`src/rtl/hs_pkg.sv`:
```
package hs_pkg;
  localparam int unsigned ACK_LINES = 2;

  function automatic int unsigned slave_lat(int unsigned base, int unsigned step, int unsigned idx);
    return base + idx * step;
  endfunction
endpackage

```
`src/rtl/hs_master.sv`:
```
module hs_master #(
  parameter int unsigned DW = 16
) (
  input  logic          clk_i,
  input  logic          rst_ni,
  input  logic          req_valid_i,
  input  logic [DW-1:0] req_data_i,
  output logic          req_ready_o,
  input  logic [1:0]    ack_i,
  output logic          strobe_o,
  output logic [DW-1:0] data_o,
  output logic          done_o
);
  logic          busy_q, ph_q, strobe_q, done_q;
  logic [DW-1:0] data_q;
  logic [1:0]    ack_prev_q;
  logic          accept, ack_rise;

  assign accept   = req_valid_i & ~busy_q;
  // only a rising edge of the combined line proves every slave has answered
  assign ack_rise = ack_i[ph_q] & ~ack_prev_q[ph_q];

  always_ff @(posedge clk_i or negedge rst_ni) begin
    if (!rst_ni) begin
      busy_q     <= 1'b0;
      ph_q       <= 1'b0;
      strobe_q   <= 1'b0;
      done_q     <= 1'b0;
      data_q     <= '0;
      ack_prev_q <= '0;
    end else begin
      ack_prev_q <= ack_i;
      done_q     <= 1'b0;
      if (accept) begin
        busy_q   <= 1'b1;
        strobe_q <= ~strobe_q;
        data_q   <= req_data_i;
      end else if (busy_q && ack_rise) begin
        busy_q <= 1'b0;
        ph_q   <= ~ph_q;
        done_q <= 1'b1;
      end
    end
  end

  assign req_ready_o = ~busy_q;
  assign strobe_o    = strobe_q;
  assign data_o      = data_q;
  assign done_o      = done_q;

  a_r2_strobe_only_on_accept: assert property (@(posedge clk_i) disable iff (!rst_ni)
    !(req_valid_i && req_ready_o) |=> $stable(strobe_o));
  a_r3_data_hold: assert property (@(posedge clk_i) disable iff (!rst_ni)
    !req_ready_o |=> $stable(data_o));
  a_r6_phase_line_armed: assert property (@(posedge clk_i) disable iff (!rst_ni)
    (req_valid_i && req_ready_o) |-> !ack_i[ph_q]);
  a_r7_done_after_busy: assert property (@(posedge clk_i) disable iff (!rst_ni)
    done_o |-> $past(!req_ready_o));
endmodule

```
`src/rtl/hs_slave.sv`:
```
module hs_slave #(
  parameter int unsigned DW  = 16,
  parameter int unsigned LAT = 1,
  localparam int unsigned CW = $clog2(LAT + 1) + 1
) (
  input  logic          clk_i,
  input  logic          rst_ni,
  input  logic          strobe_i,
  input  logic [DW-1:0] data_i,
  output logic [1:0]    ack_o,
  output logic [DW-1:0] cap_data_o,
  output logic          cap_valid_o
);
  logic          seen_q, ph_q, pend_q, valid_q;
  logic [CW-1:0] cnt_q;
  logic [1:0]    ack_q;
  logic [DW-1:0] cap_q;
  logic          strobe_edge;

  assign strobe_edge = strobe_i ^ seen_q;

  always_ff @(posedge clk_i or negedge rst_ni) begin
    if (!rst_ni) begin
      seen_q  <= 1'b0;
      ph_q    <= 1'b0;
      pend_q  <= 1'b0;
      valid_q <= 1'b0;
      cnt_q   <= '0;
      ack_q   <= '0;
      cap_q   <= '0;
    end else begin
      valid_q <= 1'b0;
      if (strobe_edge) begin
        seen_q        <= strobe_i;
        cap_q         <= data_i;
        valid_q       <= 1'b1;
        pend_q        <= 1'b1;
        cnt_q         <= CW'(LAT);
        ack_q[~ph_q]  <= 1'b0; // arm the idle line for the next transfer
      end else if (pend_q) begin
        if (cnt_q != '0) begin
          cnt_q <= cnt_q - 1'b1;
        end else begin
          ack_q[ph_q] <= 1'b1;
          pend_q      <= 1'b0;
          ph_q        <= ~ph_q;
        end
      end
    end
  end

  assign ack_o       = ack_q;
  assign cap_data_o  = cap_q;
  assign cap_valid_o = valid_q;

  a_r6_ack_exclusive: assert property (@(posedge clk_i) disable iff (!rst_ni)
    $onehot0(ack_o));
  a_r4_capture_after_edge: assert property (@(posedge clk_i) disable iff (!rst_ni)
    (strobe_i != $past(strobe_i)) |=> cap_valid_o);
endmodule

```
`src/rtl/hs_ack_and.sv`:
```
module hs_ack_and #(
  parameter int unsigned NS = 3
) (
  input  logic [NS-1:0] ack_even_i,
  input  logic [NS-1:0] ack_odd_i,
  output logic [1:0]    ack_o
);
  assign ack_o[0] = &ack_even_i;
  assign ack_o[1] = &ack_odd_i;
endmodule

```
`src/rtl/hs_bus.sv`:
```
module hs_bus #(
  parameter int unsigned DW       = 16,
  parameter int unsigned NS       = 3,
  parameter int unsigned LAT_BASE = 1,
  parameter int unsigned LAT_STEP = 2
) (
  input  logic             clk_i,
  input  logic             rst_ni,
  input  logic             req_valid_i,
  input  logic [DW-1:0]    req_data_i,
  output logic             req_ready_o,
  output logic             done_o,
  output logic             strobe_o,
  output logic [DW-1:0]    bus_data_o,
  output logic             ack_even_o,
  output logic             ack_odd_o,
  output logic [NS*DW-1:0] slv_data_o,
  output logic [NS-1:0]    slv_valid_o
);
  logic [NS-1:0] ack_even_v, ack_odd_v;
  logic [1:0]    ack_comb;

  hs_master #(.DW(DW)) u_master (
    .clk_i       (clk_i),
    .rst_ni      (rst_ni),
    .req_valid_i (req_valid_i),
    .req_data_i  (req_data_i),
    .req_ready_o (req_ready_o),
    .ack_i       (ack_comb),
    .strobe_o    (strobe_o),
    .data_o      (bus_data_o),
    .done_o      (done_o)
  );

  for (genvar s = 0; s < NS; s++) begin : g_slv
    logic [1:0] ack_s;
    hs_slave #(
      .DW  (DW),
      .LAT (hs_pkg::slave_lat(LAT_BASE, LAT_STEP, s))
    ) u_slave (
      .clk_i       (clk_i),
      .rst_ni      (rst_ni),
      .strobe_i    (strobe_o),
      .data_i      (bus_data_o),
      .ack_o       (ack_s),
      .cap_data_o  (slv_data_o[s*DW +: DW]),
      .cap_valid_o (slv_valid_o[s])
    );
    assign ack_even_v[s] = ack_s[0];
    assign ack_odd_v[s]  = ack_s[1];
  end

  hs_ack_and #(.NS(NS)) u_and (
    .ack_even_i (ack_even_v),
    .ack_odd_i  (ack_odd_v),
    .ack_o      (ack_comb)
  );

  assign ack_even_o = ack_comb[0];
  assign ack_odd_o  = ack_comb[1];

  a_r7_ready_with_done: assert property (@(posedge clk_i) disable iff (!rst_ni)
    done_o |-> req_ready_o);
  a_r6_lines_exclusive: assert property (@(posedge clk_i) disable iff (!rst_ni)
    !(ack_even_o && ack_odd_o));
endmodule

```
`config.mk`:
```
export PLATFORM = sky130hd
export DESIGN_NAME = hs_bus
export DESIGN_NICKNAME = d
export VERILOG_FILES = /design/src/rtl/hs_pkg.sv /design/src/rtl/hs_master.sv /design/src/rtl/hs_slave.sv /design/src/rtl/hs_ack_and.sv /design/src/rtl/hs_bus.sv
export SDC_FILE = /design/constraint.sdc
export NUM_CORES = 1
export LEC_CHECK = 0
export BUFFER_PORTS_ARGS = -buffer_cell sky130_fd_sc_hd__buf_2
export CORE_ASPECT_RATIO = 0.7
export CORE_MARGIN = 4
export CORE_UTILIZATION = 40
export DETAILED_ROUTE_END_ITERATION = 6
export MAX_ROUTING_LAYER = met4
export SYNTH_ARGS = -nofsm -noshare
export SYNTH_HDL_FRONTEND = slang
export SYNTH_SLANG_ARGS = --single-unit
export TNS_END_PERCENT = 50
```
`constraint.sdc`:
```
create_clock -name clk_i -period 3.2 [get_ports clk_i]
set_input_delay 0.16 -clock clk_i [delete_from_list [all_inputs] [get_ports clk_i]]
set_output_delay 0.16 -clock clk_i [all_outputs]
set_load 0.03 [all_outputs]
```
## After elaboration in Yosys (flattened, before gate mapping)

Index checks and enable logic that the tools add are counted.

- Bits in registers: 97
- Input bits: 19
- Output and inout bits: 72
- Word-level logic and storage cells: 153

- Add/subtract/negate cells: 3
- Magnitude comparators: 13
- Equality and inequality tests: 3
- Muxes and demuxes: 50
- Bitwise logic cells: 28
- Reduce and logical (&&, ||, !) cells: 29

Operators by type and width:

| cell | count |
|---|---|
| 2-to-1 mux 1 bit | 26 |
| 2-to-1 mux 2 bit | 12 |
| nonzero test 2 bit | 8 |
| AND reduction 3 bit | 5 |
| less-than comparator 1 x 2 -> 1 bit, second input constant | 7 |
| NOT 1 bit | 14 |
| AND reduction 2 bit | 7 |
| 2-to-1 mux 4 bit | 3 |
| 2-to-1 mux 3 bit | 3 |
| logical AND 1 bit | 7 |
| bitwise AND 2 bit | 3 |
| demux 1 bit (select 1 bit) | 6 |
| greater-or-equal comparator 1 bit, second input constant | 6 |
| != test 2 x 1 -> 1 bit, second input constant | 3 |
| NOT 2 bit | 3 |
| bitwise OR 2 bit | 3 |
| nonzero test 4 bit | 1 |
| subtractor 4 x 1 -> 4 bit, second input constant | 1 |
| nonzero test 3 bit | 1 |
| subtractor 3 x 1 -> 3 bit, second input constant | 1 |
| XOR 1 bit | 3 |
| bitwise AND 1 bit | 2 |
| subtractor 2 x 1 -> 2 bit, second input constant | 1 |

## Logic depth before layout (Yosys ltp)

- Depth in word-level cells: 8
- Gate-level depth with buffers: 6
- Gate-level depth less buffers: 5

## Hierarchy

From an unflattened synthesis, not the netlist that was laid out.

- Cell total of the unflattened synthesis: 357
- Area total of the unflattened synthesis: 3851.2 µm²

By module, submodules not included:

| module | instances | cells an instance | area an instance (µm²) | sequential area each (µm²) |
|---|---|---|---|---|
| hs_slave at g_slv[2].u_slave | 1 | 109 | 1053.5 | 650.6 |
| hs_slave at g_slv[1].u_slave | 1 | 103 | 1002.2 | 625.6 |
| hs_slave at g_slv[0].u_slave | 1 | 94 | 925.9 | 600.6 |
| hs_master | 1 | 49 | 857.1 | 550.5 |
| hs_ack_and | 1 | 2 | 12.5 | 0.0 |

## Least setup slack after synthesis

Ideal clock, no wire load.

- Path type: register -> register
- Start point: register u_master.strobe_q, in the netlist u_master.strobe_o
- End point: register g_slv[2].u_slave.ack_q[0]
- Library setup time: 0.121 ns
- Data arrival time: 1.311 ns
- Data required time: 3.079 ns
- Path slack: 1.768 ns
- Stages on the path, launching flop included: 7
- Buffers on the path: 2
- Period minus slack after synthesis: 1.432 ns
- Path through: dfrtp_1 -> buf_6 -> xnor2_2 -> inv_2 -> buf_4 -> nand2_1 -> a22o_1

- Cells in the longest elaborated chain, start to end: 3
- Elaborated cells between the ends (all ways): 5
- Classes of those cells: eq/ne: 1; mux: 1; bitwise: 1; reduce/logical: 2

Ends and longest elaborated chain:

| element | line | text |
|---|---|---|
| start, declared | hs_master.sv:14 | `logic busy_q, ph_q, strobe_q, done_q;` |
| start signal, assigned | hs_master.sv:36 | `strobe_q <= ~strobe_q;` |
| XOR 1 bit (*) | hs_slave.sv:20 | `assign strobe_edge = strobe_i ^ seen_q;` |
| != test 2 x 1 -> 1 bit (no line) / nonzero test 2 bit (equally long branches) | -- |  |
| AND reduction 2 bit (no line) | -- |  |
| end signal, assigned | hs_slave.sv:29 | `ack_q <= '0;` |
| end signal, assigned by index | hs_slave.sv:39 | `ack_q[~ph_q] <= 1'b0;` |
| end signal, assigned by index | hs_slave.sv:44 | `ack_q[ph_q] <= 1'b1;` |
| end, declared | hs_slave.sv:16 | `logic [1:0] ack_q;` |

Mark *: on every way between the ends. The rest lies on a longest branch, timed or not.
A chain may end at the register's enable or synchronous reset.

## Final worst setup path

- Start point: register u_master.strobe_q, in the netlist u_master.strobe_o
- End point: register g_slv[1].u_slave.ack_q[1]

- Cells in the longest elaborated chain, start to end: 3
- Elaborated cells between the ends (all ways): 5
- Classes of those cells: eq/ne: 1; mux: 1; bitwise: 1; reduce/logical: 2

Ends and longest elaborated chain:

| element | line |
|---|---|
| XOR 1 bit (*) | hs_slave.sv:20 |
| != test 2 x 1 -> 1 bit (no line) / nonzero test 2 bit (equally long branches) | -- |
| AND reduction 2 bit (no line) | -- |
| end signal, assigned | hs_slave.sv:29 |
| end signal, assigned by index | hs_slave.sv:39 |
| end signal, assigned by index | hs_slave.sv:44 |
| end, declared | hs_slave.sv:16 |

Marks and branches as above.

==> results by group <==
Outcome
  • Status: complete, no violations

Yosys
  • Mux contribution to synthesized area: 5.251%
  • Xor/xnor share of the synthesized area: around 2.4%
  • Largest area contributor in the netlist: dfrtp_1
  • Sequential area share after synthesis: 63.67%
  • Synth async-reset ratio: 100.0%
  • Top cells by count, synth: nand2_1, dfrtp_1, mux2_2
  • Fraction of the mapped netlist area in adder cells: 1.313%
  • Yosys top cell area share: 63.67%
  • Top-count cell post-synth: nand2_1
  • Largest family of logic cells by synthesized area: simple AND/OR/NAND/NOR gates
  • Post-Syn Nets: 386
  • Post-Syn Area: 3812 µm²
  • Yosys cell types: 38
  • Complex-gate fraction of the synthesized area: 3.315%
  • Simple-gate share of the synthesized area: between 10% and 20%
  • Synthesis Warnings: 0
  • Number of enable flip-flop cells after synthesis: 0
  • Gate count after technology mapping: 363
  • Flops & latches, synth: between 90 and 100
  • Cells taking the most area after synthesis: dfrtp_1, nand2_1, mux2_2, ha_1, o21ai_0
  • Post-Syn Area per Cell: approximately 11 µm²
  • Main synth FF type: dfrtp_1

Global route
  • Initial antenna violation count: 0
  • First-pass GRT wire length: between 10000 and 15000 µm
  • Grt total ovfl: 0
  • Number of global-route vias before repair: 2673
  • GRT Util Overall: 16.42%
  • Largest net degree at the start of global routing: 60

Clocking
  • # resized after CTS: 0
  • TritonCTS buffer count: 9
  • Max H-tree Level: 3
  • CTS Buffer Depth: 2
  • Cts hold-fix bufs: 1
  • CTS tree: built
  • Skew-Pair Late Insertion Delay: 340 ps
  • Worst-path clk slew: 70 ps
  • Root buf cell: clkbuf_16
  • Clock sinks: 97
  • Post-CTS Setup Inserts: 0

Worst setup path
  • End of the worst register-to-register path: g_slv[1].u_slave.ack_o[1]
  • CP Max Fanout: 13
  • Kind of critical path: reg -> reg
  • Worst path cell trace: xnor2_2 > buf_4 > nand3_1 > o21ai_0
  • RR Startpoint: u_master.strobe_o
  • CP endpoint: g_slv[1].u_slave.ack_o[1]
  • R2R cell count: 4
  • Arr. time, crit path: around 2200 ps
  • Top Family by Delay on Critical Path: XOR/XNOR gates
  • R2r setup slk: 1220 ps
  • Critical Path Stages: 4
  • CP endpoint kind: register
  • Worst path bufs/invs: 1
  • Crit path largest cell delay: 710 ps
  • Critical-path top delay cell: xnor2_2
  • Worst EP required: about 3500 ps
  • Crit path from: u_master.strobe_o
  • Startpoint types: register

Floorplanning
  • Starting Density: 41.53%
  • Die width: 124.7 µm
  • CORE AREA: 9180 µm²
  • DIE AREA: 11180 µm²
  • Row cnt: 29
  • Die height: 89.68 µm
  • # IOs: 91

Run
  • Max Cap Viol: 0

Final layout
  • Share of layout cells above drive strength 1: 29.98%
  • Area Overhead vs Synth: 23.60%
  • NumNets Final: 475
  • Diodes inserted: 0

STA
  • Post-layout minimum cycle time: 1981 ps
  • FMAX: 504.7 MHz
  • Skew final: 6.111 ps
  • Fin. Hold Viols: 0
  • RSZ-0062 raised after global routing: false
  • Worst slew margin: 47.06%
  • Final-report max-slew violation count: 0
  • Setup_tns: 0 ps
  • Final Cycle Share: 61.92%
  • Slew of the pin with the lowest slew margin: 790.2 ps
  • Setup Viol. Count Final: 0

Drt
  • WL met3: 595 µm
  • Final ANT Viol Nets: 0
  • # DRC: 0
  • Vias per inst: 4.695
  • Met1 WL: approximately 4100 µm
  • Total length of routed met2 wires: 3689 µm
  • Vias: 2728
  • Drt wl/cell: 14.59 µm
  • DRT iter0 DRCs: 170
  • Top Layer Used: met4
  • DR pass1 iterations: 4
  • Final WL: about 8500 µm

Placed design
  • GPL Wtd Cong: 0.7744
  • Port Buffers: 90
  • Detailed Place HPWL: 5693 µm

Worst hold path
  • Hold WC Path Type: in -> reg
[state kept, by name, summed over array words and instances (netlist names)]
name	count
g_slv.u_slave.ack_o	6
g_slv.u_slave.cap_data_o	48
g_slv.u_slave.cap_valid_o	3
g_slv.u_slave.cnt_q	9
g_slv.u_slave.pend_q	3
g_slv.u_slave.ph_q	3
g_slv.u_slave.seen_q	3
u_master.ack_prev_q	2
u_master.busy_q	1
u_master.data_o	16
u_master.done_o	1
u_master.ph_q	1
u_master.strobe_o	1
[layer usage]
metal  track usage [%]  up-vias
met5                 -        -
met4             5.174        0
met3             6.678       11
met2             23.97       65
met1             21.14     1335
li1                  -     1317
[logic make-up after synthesis]
logic type / count (synthesis)
simple gates: 182
compound gates: 20
flops: 97
fa+ha+maj: 4
mux: 18
xor+xnor: 8
buf+inv: 34
[worst register-to-register path: stages, from the launching register on]
cell and delay [ps]:
dfrtp_1 530, xnor2_2 710, buf_4 320, nand3_1 150, o21ai_0 190
[layout make-up]
type	count	area (µm²)
Sequential cell	97	2427
Fill cell	854	4468
Clock inverter	4	73.82
Tap cell	124	155.1
Multi-Input combinational cell	232	1225
Timing Repair Buffer	97	508.0
Inverter	15	56.30
Clock buffer	12	266.5
[worst min path at each step]
| stage | startpoint | endpoint | depth (start not counted) |
|---|---|---|---|
| 6_report | req_data_i[10] | u_master.data_o[10] | 2 |
| 5_1_grt | req_data_i[7] | u_master.data_o[7] | 2 |
| 4_1_cts | req_data_i[10] | u_master.data_o[10] | 2 |
| 3_5_place_dp | rst_ni | u_master.ph_q | 1 |
| 3_3_place_gp | rst_ni | u_master.ph_q | 1 |
| 2_1_floorplan | rst_ni | g_slv[0].u_slave.ack_o[0] | 0 |
[stage by stage]
stage / hold WS (ps) / cell area (µm²) / cells / setup slack, ps / utilization (%)
after floorplan: -135.6 / 3812 / 363 / 1768 / -
after global placement: 284.6 / 4362 / 564 / 1300 / 47.51
after detailed placement: 283.4 / 4362 / 564 / 1205 / 47.51
after CTS: 31.63 / 4712 / 581 / 1186 / 51.33
after global routing: 42.67 / 4712 / 581 / 1022 / 51.33
final: 44.84 / 4712 / 581 / 1219 / 51.33
[cell usage in the layout, fill, tap and decap left out, drive strengths merged, types with 2 or more instances in the layout]
master / netlist / final
ha: 4 / 4
mux2: 16 / 16
inv: 15 / 15
clkinv: 0 / 2
nand2: 154 / 154
nand3: 5 / 5
clkbuf: 5 / 12
nor2: 7 / 7
o21ai: 11 / 11
nand2b: 2 / 2
and3: 2 / 2
nor2b: 4 / 4
buf: 14 / 96
a22o: 2 / 2
nor4: 2 / 2
xnor2: 7 / 7
dfrtp: 97 / 97
bufinv: 0 / 2
mux2i: 2 / 2
Power is left out: the tool's default activity adds up to more than one toggle a clock period on the data nets, which glitch-free logic cannot reach.
